--- src/rtl/tdc_derand_pkg.sv ---
package tdc_derand_pkg;

    localparam int NCH        = 16;
    localparam int FINE_W     = 5;
    localparam int COARSE_W   = 48;
    localparam int WORD_W     = 16;
    localparam int CH_W       = $clog2(NCH);

    typedef struct packed {
        logic [CH_W-1:0]     chan;
        logic [FINE_W-1:0]   fine;
        logic [COARSE_W-1:0] coarse;
    } hit_rec_t;

    typedef enum logic [1:0] {
        W_HEAD = 2'd0,
        W_CHI  = 2'd1,
        W_CMID = 2'd2,
        W_CLO  = 2'd3
    } word_sel_t;

    // Index of the lowest set bit; 0 when the mask is empty.
    function automatic logic [CH_W-1:0] lowest_chan(input logic [NCH-1:0] m);
        logic [CH_W-1:0] r;
        r = '0;
        for (int i = NCH - 1; i >= 0; i--) begin
            if (m[i]) r = CH_W'(i);
        end
        return r;
    endfunction

    function automatic logic [WORD_W-1:0] pack_word(input hit_rec_t r, input word_sel_t s);
        logic [WORD_W-1:0] w;
        w = '0;
        case (s)
            W_HEAD: begin
                w[WORD_W-1 -: CH_W] = r.chan;
                w[FINE_W-1:0]       = r.fine;
            end
            W_CHI:   w = r.coarse[COARSE_W-1 -: WORD_W];
            W_CMID:  w = r.coarse[COARSE_W-WORD_W-1 -: WORD_W];
            default: w = r.coarse[WORD_W-1:0];
        endcase
        return w;
    endfunction

endpackage

--- src/rtl/tdc_capture.sv ---
module tdc_capture
    import tdc_derand_pkg::*;
(
    input  logic                  clk,
    input  logic                  rst,
    input  logic [NCH-1:0]        strobe,
    input  logic [NCH*FINE_W-1:0] fine_bus,
    input  logic [COARSE_W-1:0]   coarse,
    input  logic                  flush,
    input  logic                  fifo_full,
    output logic                  wr_en,
    output hit_rec_t              wr_rec,
    output logic                  drop,
    output logic                  idle
);

    logic [NCH-1:0]      mask_q;
    logic [FINE_W-1:0]   fine_q [NCH];
    logic [COARSE_W-1:0] coarse_q;
    logic                phase_q;
    logic [CH_W-1:0]     lo;
    logic                want;
    logic                load;

    always_comb begin
        idle          = (mask_q == '0);
        load          = idle && !flush && (strobe != '0);
        lo            = lowest_chan(mask_q);
        want          = !idle && phase_q;
        wr_en         = want && !fifo_full;
        wr_rec.chan   = lo;
        wr_rec.fine   = fine_q[lo];
        wr_rec.coarse = coarse_q;
        drop          = (want && fifo_full) || (!flush && !idle && (strobe != '0));
    end

    always_ff @(posedge clk) begin
        if (rst) begin
            mask_q   <= '0;
            coarse_q <= '0;
            phase_q  <= 1'b0;
        end else if (load) begin
            mask_q   <= strobe;
            coarse_q <= coarse;
            phase_q  <= 1'b1;
        end else if (!idle) begin
            if (phase_q) begin
                mask_q[lo] <= 1'b0;
                phase_q    <= 1'b0;
            end else begin
                phase_q    <= 1'b1;
            end
        end
    end

    for (genvar i = 0; i < NCH; i++) begin : g_fine
        always_ff @(posedge clk) begin
            if (rst)       fine_q[i] <= '0;
            else if (load) fine_q[i] <= fine_bus[i*FINE_W +: FINE_W];
        end
    end

endmodule

--- src/rtl/tdc_fifo.sv ---
module tdc_fifo #(
    parameter int W     = 8,
    parameter int DEPTH = 16
) (
    input  logic                     clk,
    input  logic                     rst,
    input  logic                     wr_en,
    input  logic [W-1:0]             wr_data,
    input  logic                     rd_en,
    output logic [W-1:0]             rd_data,
    output logic [$clog2(DEPTH):0]   level,
    output logic                     full,
    output logic                     empty
);

    localparam int AW = $clog2(DEPTH);

    logic [W-1:0]  mem [DEPTH];
    logic [AW-1:0] wr_ptr, rd_ptr;

    assign rd_data = mem[rd_ptr];
    assign full    = (level == (AW+1)'(DEPTH));
    assign empty   = (level == '0);

    always_ff @(posedge clk) begin
        if (rst) begin
            wr_ptr <= '0;
            rd_ptr <= '0;
            level  <= '0;
        end else begin
            if (wr_en) wr_ptr <= wr_ptr + 1'b1;
            if (rd_en) rd_ptr <= rd_ptr + 1'b1;
            level <= level + (AW+1)'(wr_en) - (AW+1)'(rd_en);
        end
    end

    always_ff @(posedge clk) begin
        if (wr_en) mem[wr_ptr] <= wr_data;
    end

endmodule

--- src/rtl/tdc_serializer.sv ---
module tdc_serializer
    import tdc_derand_pkg::*;
(
    input  logic              clk,
    input  logic              rst,
    input  logic              fifo_empty,
    input  hit_rec_t          head,
    output logic              pop,
    output logic [WORD_W-1:0] out_word,
    output logic              out_valid
);

    logic      busy_q;
    word_sel_t sel_q;
    hit_rec_t  cur_q;

    assign pop       = !fifo_empty && (!busy_q || sel_q == W_CLO);
    assign out_word  = pack_word(cur_q, sel_q);
    assign out_valid = busy_q;

    always_ff @(posedge clk) begin
        if (rst) begin
            busy_q <= 1'b0;
            sel_q  <= W_HEAD;
            cur_q  <= '0;
        end else if (pop) begin
            busy_q <= 1'b1;
            sel_q  <= W_HEAD;
            cur_q  <= head;
        end else if (busy_q && sel_q != W_CLO) begin
            sel_q  <= word_sel_t'(sel_q + 2'd1);
        end else if (busy_q) begin
            busy_q <= 1'b0;
            sel_q  <= W_HEAD;
        end
    end

endmodule

--- src/rtl/tdc_derand.sv ---
module tdc_derand
    import tdc_derand_pkg::*;
#(
    parameter int DEPTH = 16
) (
    input  logic                  clk,
    input  logic                  rst,
    input  logic [NCH-1:0]        hit_strobe,
    input  logic [NCH*FINE_W-1:0] hit_fine,
    input  logic [COARSE_W-1:0]   coarse_time,
    input  logic                  run_end,
    output logic [WORD_W-1:0]     out_word,
    output logic                  out_valid,
    output logic                  lost_flag,
    output logic                  done
);

    localparam int REC_W = $bits(hit_rec_t);
    localparam int LVL_W = $clog2(DEPTH) + 1;

    logic             flushing_q;
    logic             wr_en, drop, grp_idle;
    hit_rec_t         wr_rec, head;
    logic [REC_W-1:0] rd_raw;
    logic [LVL_W-1:0] fifo_level;
    logic             fifo_full, fifo_empty, pop;

    tdc_capture u_cap (
        .clk       (clk),
        .rst       (rst),
        .strobe    (hit_strobe),
        .fine_bus  (hit_fine),
        .coarse    (coarse_time),
        .flush     (flushing_q),
        .fifo_full (fifo_full),
        .wr_en     (wr_en),
        .wr_rec    (wr_rec),
        .drop      (drop),
        .idle      (grp_idle)
    );

    tdc_fifo #(.W(REC_W), .DEPTH(DEPTH)) u_fifo (
        .clk     (clk),
        .rst     (rst),
        .wr_en   (wr_en),
        .wr_data (wr_rec),
        .rd_en   (pop),
        .rd_data (rd_raw),
        .level   (fifo_level),
        .full    (fifo_full),
        .empty   (fifo_empty)
    );

    assign head = hit_rec_t'(rd_raw);

    tdc_serializer u_ser (
        .clk        (clk),
        .rst        (rst),
        .fifo_empty (fifo_empty),
        .head       (head),
        .pop        (pop),
        .out_word   (out_word),
        .out_valid  (out_valid)
    );

    always_ff @(posedge clk) begin
        if (rst) begin
            flushing_q <= 1'b0;
            lost_flag  <= 1'b0;
        end else begin
            if (run_end) flushing_q <= 1'b1;
            if (drop)    lost_flag  <= 1'b1;
        end
    end

    assign done = flushing_q && grp_idle && fifo_empty && !out_valid;

endmodule

--- config.mk ---
export PLATFORM = sky130hd
export DESIGN_NAME = tdc_derand
export DESIGN_NICKNAME = d
export VERILOG_FILES = /design/src/rtl/tdc_derand_pkg.sv /design/src/rtl/tdc_capture.sv /design/src/rtl/tdc_fifo.sv /design/src/rtl/tdc_serializer.sv /design/src/rtl/tdc_derand.sv
export SDC_FILE = /design/constraint.sdc
export NUM_CORES = 1
export LEC_CHECK = 0
export ABC_AREA = 1
export CAP_MARGIN = 25
export CORE_UTILIZATION = 55
export DETAILED_ROUTE_END_ITERATION = 12
export GPL_ROUTABILITY_DRIVEN = 0
export PLACE_DENSITY = 0.73
export REMOVE_ABC_BUFFERS = 1
export SYNTH_ARGS = -nofsm -noshare
export SYNTH_HDL_FRONTEND = slang
export SYNTH_HIERARCHICAL = 1
export SYNTH_SLANG_ARGS = --single-unit
--- constraint.sdc ---
create_clock -name clk -period 5.23 [get_ports clk]
set_input_delay 1.046 -clock clk [delete_from_list [all_inputs] [get_ports clk]]
set_output_delay 1.046 -clock clk [all_outputs]
set_load 0.005 [all_outputs]
==> results.md <==
- Initial core utilization: 55.5%
- Worst-Margin Slew: 1.17 ns
- Sequential share of power: 43.6%
- Final worst setup slack: 1.00 ns
- Remaining antenna violation count: 0
- Crit path kind: reg2out
- Post-CTS Setup Inserts: 0
- Unrepaired setup endpoints after global routing: no
- Antenna Cells: 0
- Register Area: 32,700 sq um
- Slew margin rel.: 22.1%
- Nets@finish: 5,242
- Yosys cell types: 35
- CTS Hold Bufs: 0
- TNS Setup: 0 ns
- Final Critical Period: 4.23 ns
- Commonest non-fill, non-tap cell in the layout: nand2_1
- # port buffers: 165
- Area of the multi-input gates: 12,200 sq um
- H-tree depth: 3
- Core area: 89,900 sq um
- Inst Count DP: 6,141
- Worst VDD drop: 0.376 mV
- Largest net degree at the start of global routing: 207
- Drt via density: 5.41
- Worst-path clk slew: 0.06 ns
- Synth area leaders: edfxtp_1 (60%), nand2_1 (11%), nand3_1 (8.2%)
- Min-Delay Path Class: reg2reg
- Psw: 9.80 mW
- CTS root buf: clkbuf_16
- #FFs+latches synth: 1,136
- Syn Area/Cell: 9.93 sq um
- Clock network power share: 28.3%
- Die area: 91,800 sq um
- Max Transition Viols Final: 0
- I/O pins: 166
- Hpwl dp: 64.0 mm
- # fillers: 6,932
- Die X: 303 microns
- CTS tree: built
- Commonest cells after routing, fill and taps aside: nand2_1 (1,424), edfxtp_1 (992), inv_1 (914), nand3_1 (814), nor2_1 (186)
- Rows: 110
- Antenna violations before repair: 0
- Final Setup Violations: 0
- Die Y: 303 microns
- Clock Latency Late Sink: 0.70 ns
- Switch share: 34.6%
- Ys Warns: 6
- Place WS: 1.42 ns
- Area grow syn2layout: 11.8%
- Initial DRC count: 3,937
- CP Capture Type: primary output
- Post-synth top area share: 59.8%
- Critical Path RT: 4.18 ns
- Vias: 34,300
- Crit path max fanout: 16
- Initial DRT Pass Iterations: 6
- Total Routing Usage GR: 26.2%
- TritonCTS Buffers: 109
- Crit path arrival time: 3.18 ns
- Drc violations: 0
- Cell area after synthesis: 49,800 sq um
- Longest Clk Path Bufs: 3
- Final Hold Fails: 0
- Sink Count: 1,136
- Post-Route WL: 120 mm
- Cts repair resizes: 0
- Pint: 18.5 mW
- Fmax: 237 MHz
- Clk_skew: 0.0413 ns
- # Max-Cap Violations: 0
- Run status: finished, final reports clean
- PD cells: 509 nW/um^2
- CP startpoint kind: register
- Grt ovf: 0
- Number of global-route vias before repair: 33,000
- Final Cycle Share: 80.8%
- Routed len/inst: 18.9 microns
- Cell Count, Final, Fillers Out: 6,352
- Area leader, netlist: edfxtp_1
- Share of layout cells above drive strength 1: 5.83%
- Global-route wire length before repair: 185 mm
- Comb pwr share: 28.1%
- Lkg Pwr: 24.1 nW
- Cells after Synth: 5,021
- Seq/Total Area, Yosys: 65.5%
## final timing paths
kind	start	to	slack, ns	cells past startpoint
setup / recovery	u_ser/sel_q[1]	out_word[15]	1.00	7
setup reg to reg	u_cap/mask_q[14]	u_fifo/mem[1][51]	1.27	22
hold reg to reg	u_fifo/rd_ptr[2]	register	0.49	2
hold / removal	u_fifo/rd_ptr[2]	register	0.49	2
## kinds of logic (layout without fill, tap and decap cells)
kind of cell	Yosys count	in the layout	synth area share [%]
AND/OR/NAND/NOR	2501	2501	21.2
XOR/XNOR	3	3	0.0527
flip-flops	1136	1136	65.5
adder cells (fa/ha/maj)	16	16	0.417
buffers and inverters	1196	1351	10.3
AO/OA/AOI/OAI	169	169	2.45
## synth_stat cells
| cell | n |
|---|---|
| o211ai_1 | 11 |
| a21oi_1 | 62 |
| nand3_2 | 1 |
| nor2_2 | 3 |
| inv_1 | 918 |
| ha_1 | 15 |
| nand2_1 | 1424 |
| a21oi_2 | 41 |
| buf_2 | 140 |
| a22o_1 | 48 |
| buf_1 | 21 |
| o21ai_0 | 3 |
| o21a_1 | 1 |
| dfxtp_1 | 144 |
| nor2_4 | 1 |
| buf_6 | 37 |
| a32o_1 | 2 |
| nand2_4 | 1 |
| inv_2 | 7 |
| nand2_2 | 4 |
| xor2_1 | 3 |
| buf_8 | 6 |
| nor4_2 | 1 |
| nor2_1 | 202 |
| o31ai_1 | 1 |
| edfxtp_1 | 992 |
| fa_1 | 1 |
| inv_6 | 2 |
| clkbuf_1 | 32 |
| nor3_1 | 2 |
| clkbuf_2 | 1 |
| nand3_1 | 814 |
| nor4_1 | 4 |
| buf_4 | 32 |
| nand4_1 | 44 |
## power groups by stage
stage / clock (mW) / sequential (mW) / combinational [mW]
2_1_floorplan: 0 / 12.5 / 5.41
3_3_place_gp: 0 / 12.5 / 7.69
3_5_place_dp: 0 / 12.5 / 7.85
4_1_cts: 8.10 / 12.3 / 7.91
5_1_grt: 8.46 / 12.5 / 8.81
6_report: 8.02 / 12.4 / 7.98
## per-layer routing
layer  GRT usage, %  up-vias  wire (microns)
li1               -    16300               -
met1           35.6    16300           49200
met2           43.7     1510           57900
met3           3.48      182            9960
met4           8.42        0            2950
met5              0        -               0
## stage by stage
| step | utilization (%) | cell area [sq um] | hold slack, ns | power [mW] |
|---|---|---|---|---|
| global route | 62.0 | 55700 | 0.506 | 29.7 |
| finish | 62.0 | 55700 | 0.488 | 28.3 |
| CTS | 61.9 | 55700 | 0.482 | 28.3 |
| global placement | 57.8 | 52000 | 0.463 | 20.2 |
| floorplan | - | 48200 | 0.450 | 18.0 |
| detailed placement | 57.8 | 52000 | 0.466 | 20.4 |
## final cells by class
type,instances,area share [%]
Clock inverter,58,1.10
Timing Repair Buffer,216,3.93
Sequential cell,1136,58.7
Clock buffer,150,5.54
Tap cell,1176,2.64
Multi-Input combinational cell,2689,21.8
Inverter,927,6.31
## critical path, stage by stage, from the launching register on
cell             delay, ns
dfxtp_1               0.34
inv_1                 0.10
ha_1                  0.61
nand2_1               0.11
nand2_1               0.08
inv_1                 0.04
a21oi_1               0.54
clkdlybuf4s50_1       0.64
## registers in the layout, indices dropped and copies added (netlist names), named ones only
| signal | count |
|---|---|
| u_cap/phase_q | 1 |
| lost_flag | 1 |
| flushing_q | 1 |
| u_cap/mask_q | 16 |
| u_cap/coarse_q | 48 |
| u_fifo/level | 5 |
| u_ser/cur_q | 57 |
| u_fifo/mem | 912 |
| u_fifo/rd_ptr | 4 |
| u_ser/out_valid | 1 |
| u_fifo/wr_ptr | 4 |
| u_cap/fine_q | 80 |
| u_ser/sel_q | 2 |
(Power assumes the default switching activity.)
